File: config.mk
export PLATFORM = sky130hd
export DESIGN_NAME = vot_pcmc_ctrl
export DESIGN_NICKNAME = d
export VERILOG_FILES = /design/src/rtl/vot_pcmc_pkg.sv /design/src/rtl/vot_peak_cmp.sv /design/src/rtl/vot_toff_update.sv /design/src/rtl/vot_pcmc_ctrl.sv
export SDC_FILE = /design/constraint.sdc
export NUM_CORES = 1
export LEC_CHECK = 0
export ABC_AREA = 1
export BUFFER_PORTS_ARGS = -buffer_cell sky130_fd_sc_hd__clkbuf_2
export CAP_MARGIN = 40
export CORE_MARGIN = 4
export CORE_UTILIZATION = 60
export DETAILED_ROUTE_END_ITERATION = 10
export PLACE_DENSITY = 0.82
export REMOVE_ABC_BUFFERS = 1
export SYNTH_ARGS = -nofsm -noshare
export SYNTH_HDL_FRONTEND = slang
export SYNTH_HIERARCHICAL = 1
export SYNTH_SLANG_ARGS = --single-unit
export TNS_END_PERCENT = 100
File: constraint.sdc
create_clock -name clk -period 6.4 [get_ports clk]
set_input_delay 0.64 -clock clk [delete_from_list [all_inputs] [get_ports clk]]
set_output_delay 0.64 -clock clk [all_outputs]
set_load 0.01 [all_outputs]
File: src/rtl/vot_pcmc_pkg.sv
package vot_pcmc_pkg;
    typedef enum logic [1:0] {
        ST_DIS = 2'd0,
        ST_ON  = 2'd1,
        ST_OFF = 2'd2
    } vot_state_e;
endpackage

File: src/rtl/vot_peak_cmp.sv
module vot_peak_cmp #(
    parameter int IW = 12
) (
    input  logic          valid,
    input  logic [IW-1:0] sense,
    input  logic [IW-1:0] peak,
    output logic          trip
);
    always_comb begin
        trip = valid && (sense >= peak);
    end
endmodule

File: src/rtl/vot_toff_update.sv
module vot_toff_update #(
    parameter int IW     = 12,
    parameter int TW     = 16,
    parameter int KW     = 8,
    parameter int KSHIFT = 4
) (
    input  logic [TW-1:0] toff_prev,
    input  logic [IW-1:0] valley,
    input  logic [IW-1:0] peak,
    input  logic [IW-1:0] mean,
    input  logic [KW-1:0] gain,
    input  logic [TW-1:0] toff_min,
    input  logic [TW-1:0] toff_max,
    output logic [TW-1:0] toff_next
);
    localparam int AW = IW + 2;
    localparam int PW = AW + KW + 1;
    localparam int SW = ((PW > TW) ? PW : TW) + 2;

    logic [IW:0]            mid_sum;
    logic [IW-1:0]          mid;
    logic signed [AW-1:0]   err;
    logic signed [PW-1:0]   err_x;
    logic signed [PW-1:0]   gain_x;
    logic signed [PW-1:0]   prod;
    logic signed [PW-1:0]   step;
    logic signed [SW-1:0]   cand;
    logic signed [SW-1:0]   lim_hi;
    logic signed [SW-1:0]   lim_lo;
    logic signed [SW-1:0]   clamped;

    always_comb begin
        mid_sum = {1'b0, peak} + {1'b0, valley};
        mid     = IW'(mid_sum >> 1);
        err     = $signed({2'b00, mid}) - $signed({2'b00, mean});
        err_x   = PW'(err);
        gain_x  = $signed(PW'({1'b0, gain}));
        prod    = err_x * gain_x;
        step    = prod >>> KSHIFT;
        cand    = SW'(step) + $signed(SW'({1'b0, toff_prev}));
        lim_hi  = $signed(SW'({1'b0, toff_max}));
        lim_lo  = $signed(SW'({1'b0, toff_min}));
        clamped = (cand > lim_hi) ? lim_hi : cand;
        clamped = (clamped < lim_lo) ? lim_lo : clamped;
        toff_next = TW'(clamped);
    end
endmodule

File: src/rtl/vot_pcmc_ctrl.sv
module vot_pcmc_ctrl
    import vot_pcmc_pkg::*;
#(
    parameter int IW     = 12,
    parameter int TW     = 16,
    parameter int KW     = 8,
    parameter int KSHIFT = 4
) (
    input  logic          clk,
    input  logic          rst_n,
    input  logic          en,
    input  logic          sample_valid,
    input  logic [IW-1:0] i_sense,
    input  logic [IW-1:0] i_peak,
    input  logic [IW-1:0] i_mean,
    input  logic [KW-1:0] gain,
    input  logic [TW-1:0] toff_init,
    input  logic [TW-1:0] toff_min,
    input  logic [TW-1:0] toff_max,
    output logic          gate_on,
    output logic          upd_valid,
    output logic [TW-1:0] toff_cur,
    output logic [IW-1:0] valley_q
);
    localparam int CW = TW + 1;

    typedef struct packed {
        vot_state_e    st;
        logic          gate;
        logic          upd;
        logic          need_valley;
        logic          skip_upd;
        logic [TW-1:0] cnt;
        logic [TW-1:0] toff;
        logic [IW-1:0] valley;
    } ctl_t;

    ctl_t          q, d;
    logic          trip;
    logic [TW-1:0] toff_new;
    logic          off_done;

    vot_peak_cmp #(.IW(IW)) u_cmp (
        .valid (sample_valid),
        .sense (i_sense),
        .peak  (i_peak),
        .trip  (trip)
    );

    vot_toff_update #(.IW(IW), .TW(TW), .KW(KW), .KSHIFT(KSHIFT)) u_upd (
        .toff_prev (q.toff),
        .valley    (i_sense),
        .peak      (i_peak),
        .mean      (i_mean),
        .gain      (gain),
        .toff_min  (toff_min),
        .toff_max  (toff_max),
        .toff_next (toff_new)
    );

    always_comb begin
        off_done = (CW'(q.cnt) + CW'(1)) >= CW'(q.toff);
    end

    always_comb begin
        d     = q;
        d.upd = 1'b0;
        if (!en) begin
            d.st          = ST_DIS;
            d.gate        = 1'b0;
            d.cnt         = '0;
            d.toff        = toff_init;
            d.need_valley = 1'b0;
            d.skip_upd    = 1'b1;
        end else begin
            unique case (q.st)
                ST_DIS: begin
                    d.st          = ST_ON;
                    d.gate        = 1'b1;
                    d.need_valley = 1'b1;
                    d.skip_upd    = 1'b1;
                end
                ST_ON: begin
                    if (sample_valid && q.need_valley) begin
                        d.valley      = i_sense;
                        d.need_valley = 1'b0;
                        d.skip_upd    = 1'b0;
                        if (!q.skip_upd) begin
                            d.toff = toff_new;
                            d.upd  = 1'b1;
                        end
                    end
                    if (trip) begin
                        d.st   = ST_OFF;
                        d.gate = 1'b0;
                        d.cnt  = '0;
                    end
                end
                ST_OFF: begin
                    if (off_done) begin
                        d.st          = ST_ON;
                        d.gate        = 1'b1;
                        d.need_valley = 1'b1;
                    end else begin
                        d.cnt = q.cnt + TW'(1);
                    end
                end
                default: begin
                    d.st   = ST_DIS;
                    d.gate = 1'b0;
                end
            endcase
        end
    end

    always_ff @(posedge clk or negedge rst_n) begin
        if (!rst_n) begin
            q <= '0;
        end else begin
            q <= d;
        end
    end

    assign gate_on   = q.gate;
    assign upd_valid = q.upd;
    assign toff_cur  = q.toff;
    assign valley_q  = q.valley;
endmodule

==> metrics.md <==
| Metric | Value |
|---|---|
| Outcome | `finished with violations` |
| Failing checks | `setup timing` |
| Vias/cell | `5.896` |
| PnR worst setup slack | `-5427 ps` |
| R2R Setup Slk | `slightly above 500 ps` |
| Die Wd | `140.3 um` |
| Latest clock arrival within the worst-skew pair | `roughly 300 ps` |
| Antenna-violating nets left | `0` |
| Worst path most repeated cell | `nand2_1` |
| Worst Path Max Fanout | `11` |
| Die Span Y | `roughly 140 um` |
| CORE AREA | `between 15000 and 20000 um^2` |
| Fin Clk Skew | `~11 ps` |
| Final Max Slew Viols | `0` |
| Synth unique cells | `54` |
| Final net count | `~2100` |
| GRT Residual Overflow | `0` |
| Slew @ Worst Pin | `between 600 and 700 ps` |
| Post-synth top area share | `around 17%` |
| Required time of the worst setup path | `around 6600 ps` |
| Fmax | `84.55 MHz` |
| Most frequent cells in the layout | `291 x inv_1, 288 x nand2_1, 261 x buf_4` |
| Io pins | `126` |
| Routed Wire Length | `~40000 um` |
| Post-synth ARST share | `100.0%` |
| Area leader, netlist | `ha_1` |
| CP delay by family, top | `adder cells` |
| Buffers & Inverters on Critical Path | `13` |
| Remaining DRCs | `0` |
| Register-to-Register Path Depth | `33` |
| Type of origin of the critical path | `input pin` |
| Reg-to-Reg Start | `toff_cur[0]` |
| Hold/Removal Path Class | `input pin to async pin` |
| Initial DRC Count | `between 1500 and 2000` |
| Most common cell after layout, fill and taps aside | `inv_1` |
| Synth top area cells | `ha_1 17%, fa_1 17%, dfrtp_1 12%` |
| Cells after synthesis | `~1500` |
| Syn avg cell area | `7.140 um^2` |
| Initial antenna violation count | `0` |
| Warnings, synthesis | `6` |
| CTS max path bufs | `2` |
| First-pass GRT wire length | `55960 um` |
| Initial cell density of the core | `between 60% and 70%` |
| Worst r2r dst | `toff_cur[9]` |
| Dpl hpwl | `24620 um` |
| Max-cap violation count | `0` |
| Vias | `around 12000` |
| Placement Rows | `between 40 and 50` |
| Total CTS buffers | `5` |
| Util after Layout | `83.46%` |
| Vias in the first global route | `11877` |
| Synthesized area | `approximately 10000 um^2` |
| Drt wl/cell | `19.60 um` |
| Endpoints failing setup | `16` |
| Max stage delay on crit path | `580 ps` |
| Slowest CP cell | `fa_1` |
| CTS Hold Bufs | `0` |
| H-tree Lvls | `2` |
| Diodes inserted | `0` |
| Root Driver | `clkbuf_16` |
| Pin count of the biggest net entering global routing | `50` |
| Synthesis-to-finish area growth | `37.08%` |
| Register bit total from synthesis | `49` |
| Fin crit share | `184.8%` |
| Relative slew slack | `56.31%` |
| GPL Wtd Cong | `0.9470` |
| Sequential area share after synthesis | `between 10% and 20%` |
| Fin crit period | `11830 ps` |
| Share of layout cells above drive strength 1 | `35.44%` |
| CP Class | `input pin to flop` |
| Clock sink count | `slightly below 50` |
| RSZ-0062 raised after global routing | `true` |
| Die area | `about 20000 um^2` |
| Final hold violations | `0` |
| Drt first pass iters | `8` |
| Commonest register cell after synthesis | `dfrtp_1` |
| CP Capture Type | `flop` |
| CTS tree | `built` |
| CTS clk-pin slew, worst paths | `around 80 ps` |
| PortBufs | `around 130` |
| Worst Path Arrival | `12040 ps` |
| GRT Overall Usage | `34.45%` |
| EDFF count, synth | `0` |
## area by class of cell
class	count	area (um^2)
fill	930	2850
clock buffer	5	125.1
multi-input combinational	1052	8781
tap	225	281.5
sequential	49	1226
timing repair buffer	394	2729
inverter	320	1217
clock inverter	3	26.28
## registers in the layout, summed over array words and instances, names as in the netlist
name       flops
valley_q      12
q             20
toff_cur      16
upd_valid      1
## worst register-to-register path, delay by kind of cell, from the launching register on
kind / cells / cell delay (ps)
AOI/OAI and AO/OA: 7 / 1280
buffers and inverters: 2 / 320
and+or+nand+nor: 19 / 2130
adders and majority gates: 4 / 1360
DFF: 1 / 500
xor gates and xnor gates: 1 / 190
## repair_timing
item                       4_1_cts  5_1_grt
setup buffers                   43       12
cloned                           3        0
pin swaps                       99      112
setup endpoints to repair       16       16
gates resized for setup        129      116
## logic make-up (layout without fill, tap and decap cells)
| group | Yosys count | after routing | synth area share [%] |
|---|---|---|---|
| simple gates | 592 | 594 | 25.06 |
| buf+inv | 371 | 722 | 14.93 |
| fa+ha+maj | 229 | 229 | 33.52 |
| compound gates | 165 | 165 | 9.108 |
| xor+xnor | 52 | 52 | 4.411 |
| flops | 49 | 49 | 11.68 |
| mux | 12 | 12 | 1.288 |
## routing by layer
layer / wire (um) / track usage, % / vias to the layer above
met5: 0 / 0 / -
met4: 3326 / 14.84 / 0
met3: 3790 / 4.370 / 358
met2: 19120 / 61.29 / 834
met1: 13900 / 41.82 / 5637
li1: - / - / 5246
## through the flow
step                worst slack, ps  hold slack, ps  cell area [um^2]  TNS [ps]  std cells
floorplan                     -4273           344.4             10140    -68300       1419
global placement              -5041           454.2             12650    -79660       1981
detailed placement            -5379           457.6             12660    -85350       1982
CTS                           -4268           470.5             13780    -67930       2036
global route                  -5671           496.6             14390    -89460       2048
finish                        -5427           465.3             14390    -86220       2048
## synth_stat cells, types with 3 or more instances
cell	count
nand2_1	321
inv_1	309
ha_1	142
nor2_1	114
fa_1	87
a21oi_1	80
nand3_1	70
dfrtp_1	49
o21ai_0	34
xor2_1	33
nand2_2	31
buf_4	29
xnor2_1	18
a22oi_1	16
clkbuf_1	15
mux2_1	9
or2_2	9
nand4_1	8
o21bai_1	8
a31oi_1	7
inv_2	6
nand2_4	5
nand3b_1	5
nor3_1	5
a21o_1	4
a21oi_2	4
clkinv_1	4
nand3_2	4
nor2_2	4
nor4_1	4
buf_2	3
mux2_2	3
## how the worst max path moves through the flow
stage,from,to,slack [ps],depth (start not counted)
final,i_peak[1],toff_cur[9],-5430,66
after global placement,i_peak[1],toff_cur[15],-5040,65
after global routing,i_sense[2],toff_cur[14],-5670,69
after detailed placement,i_sense[2],toff_cur[8],-5380,67
after CTS,i_sense[2],toff_cur[6],-4270,69
after floorplan,i_peak[1],toff_cur[0],-4270,66
Power is left out: the tool's default activity adds up to more than one toggle a clock period on the data nets, which glitch-free logic cannot reach.
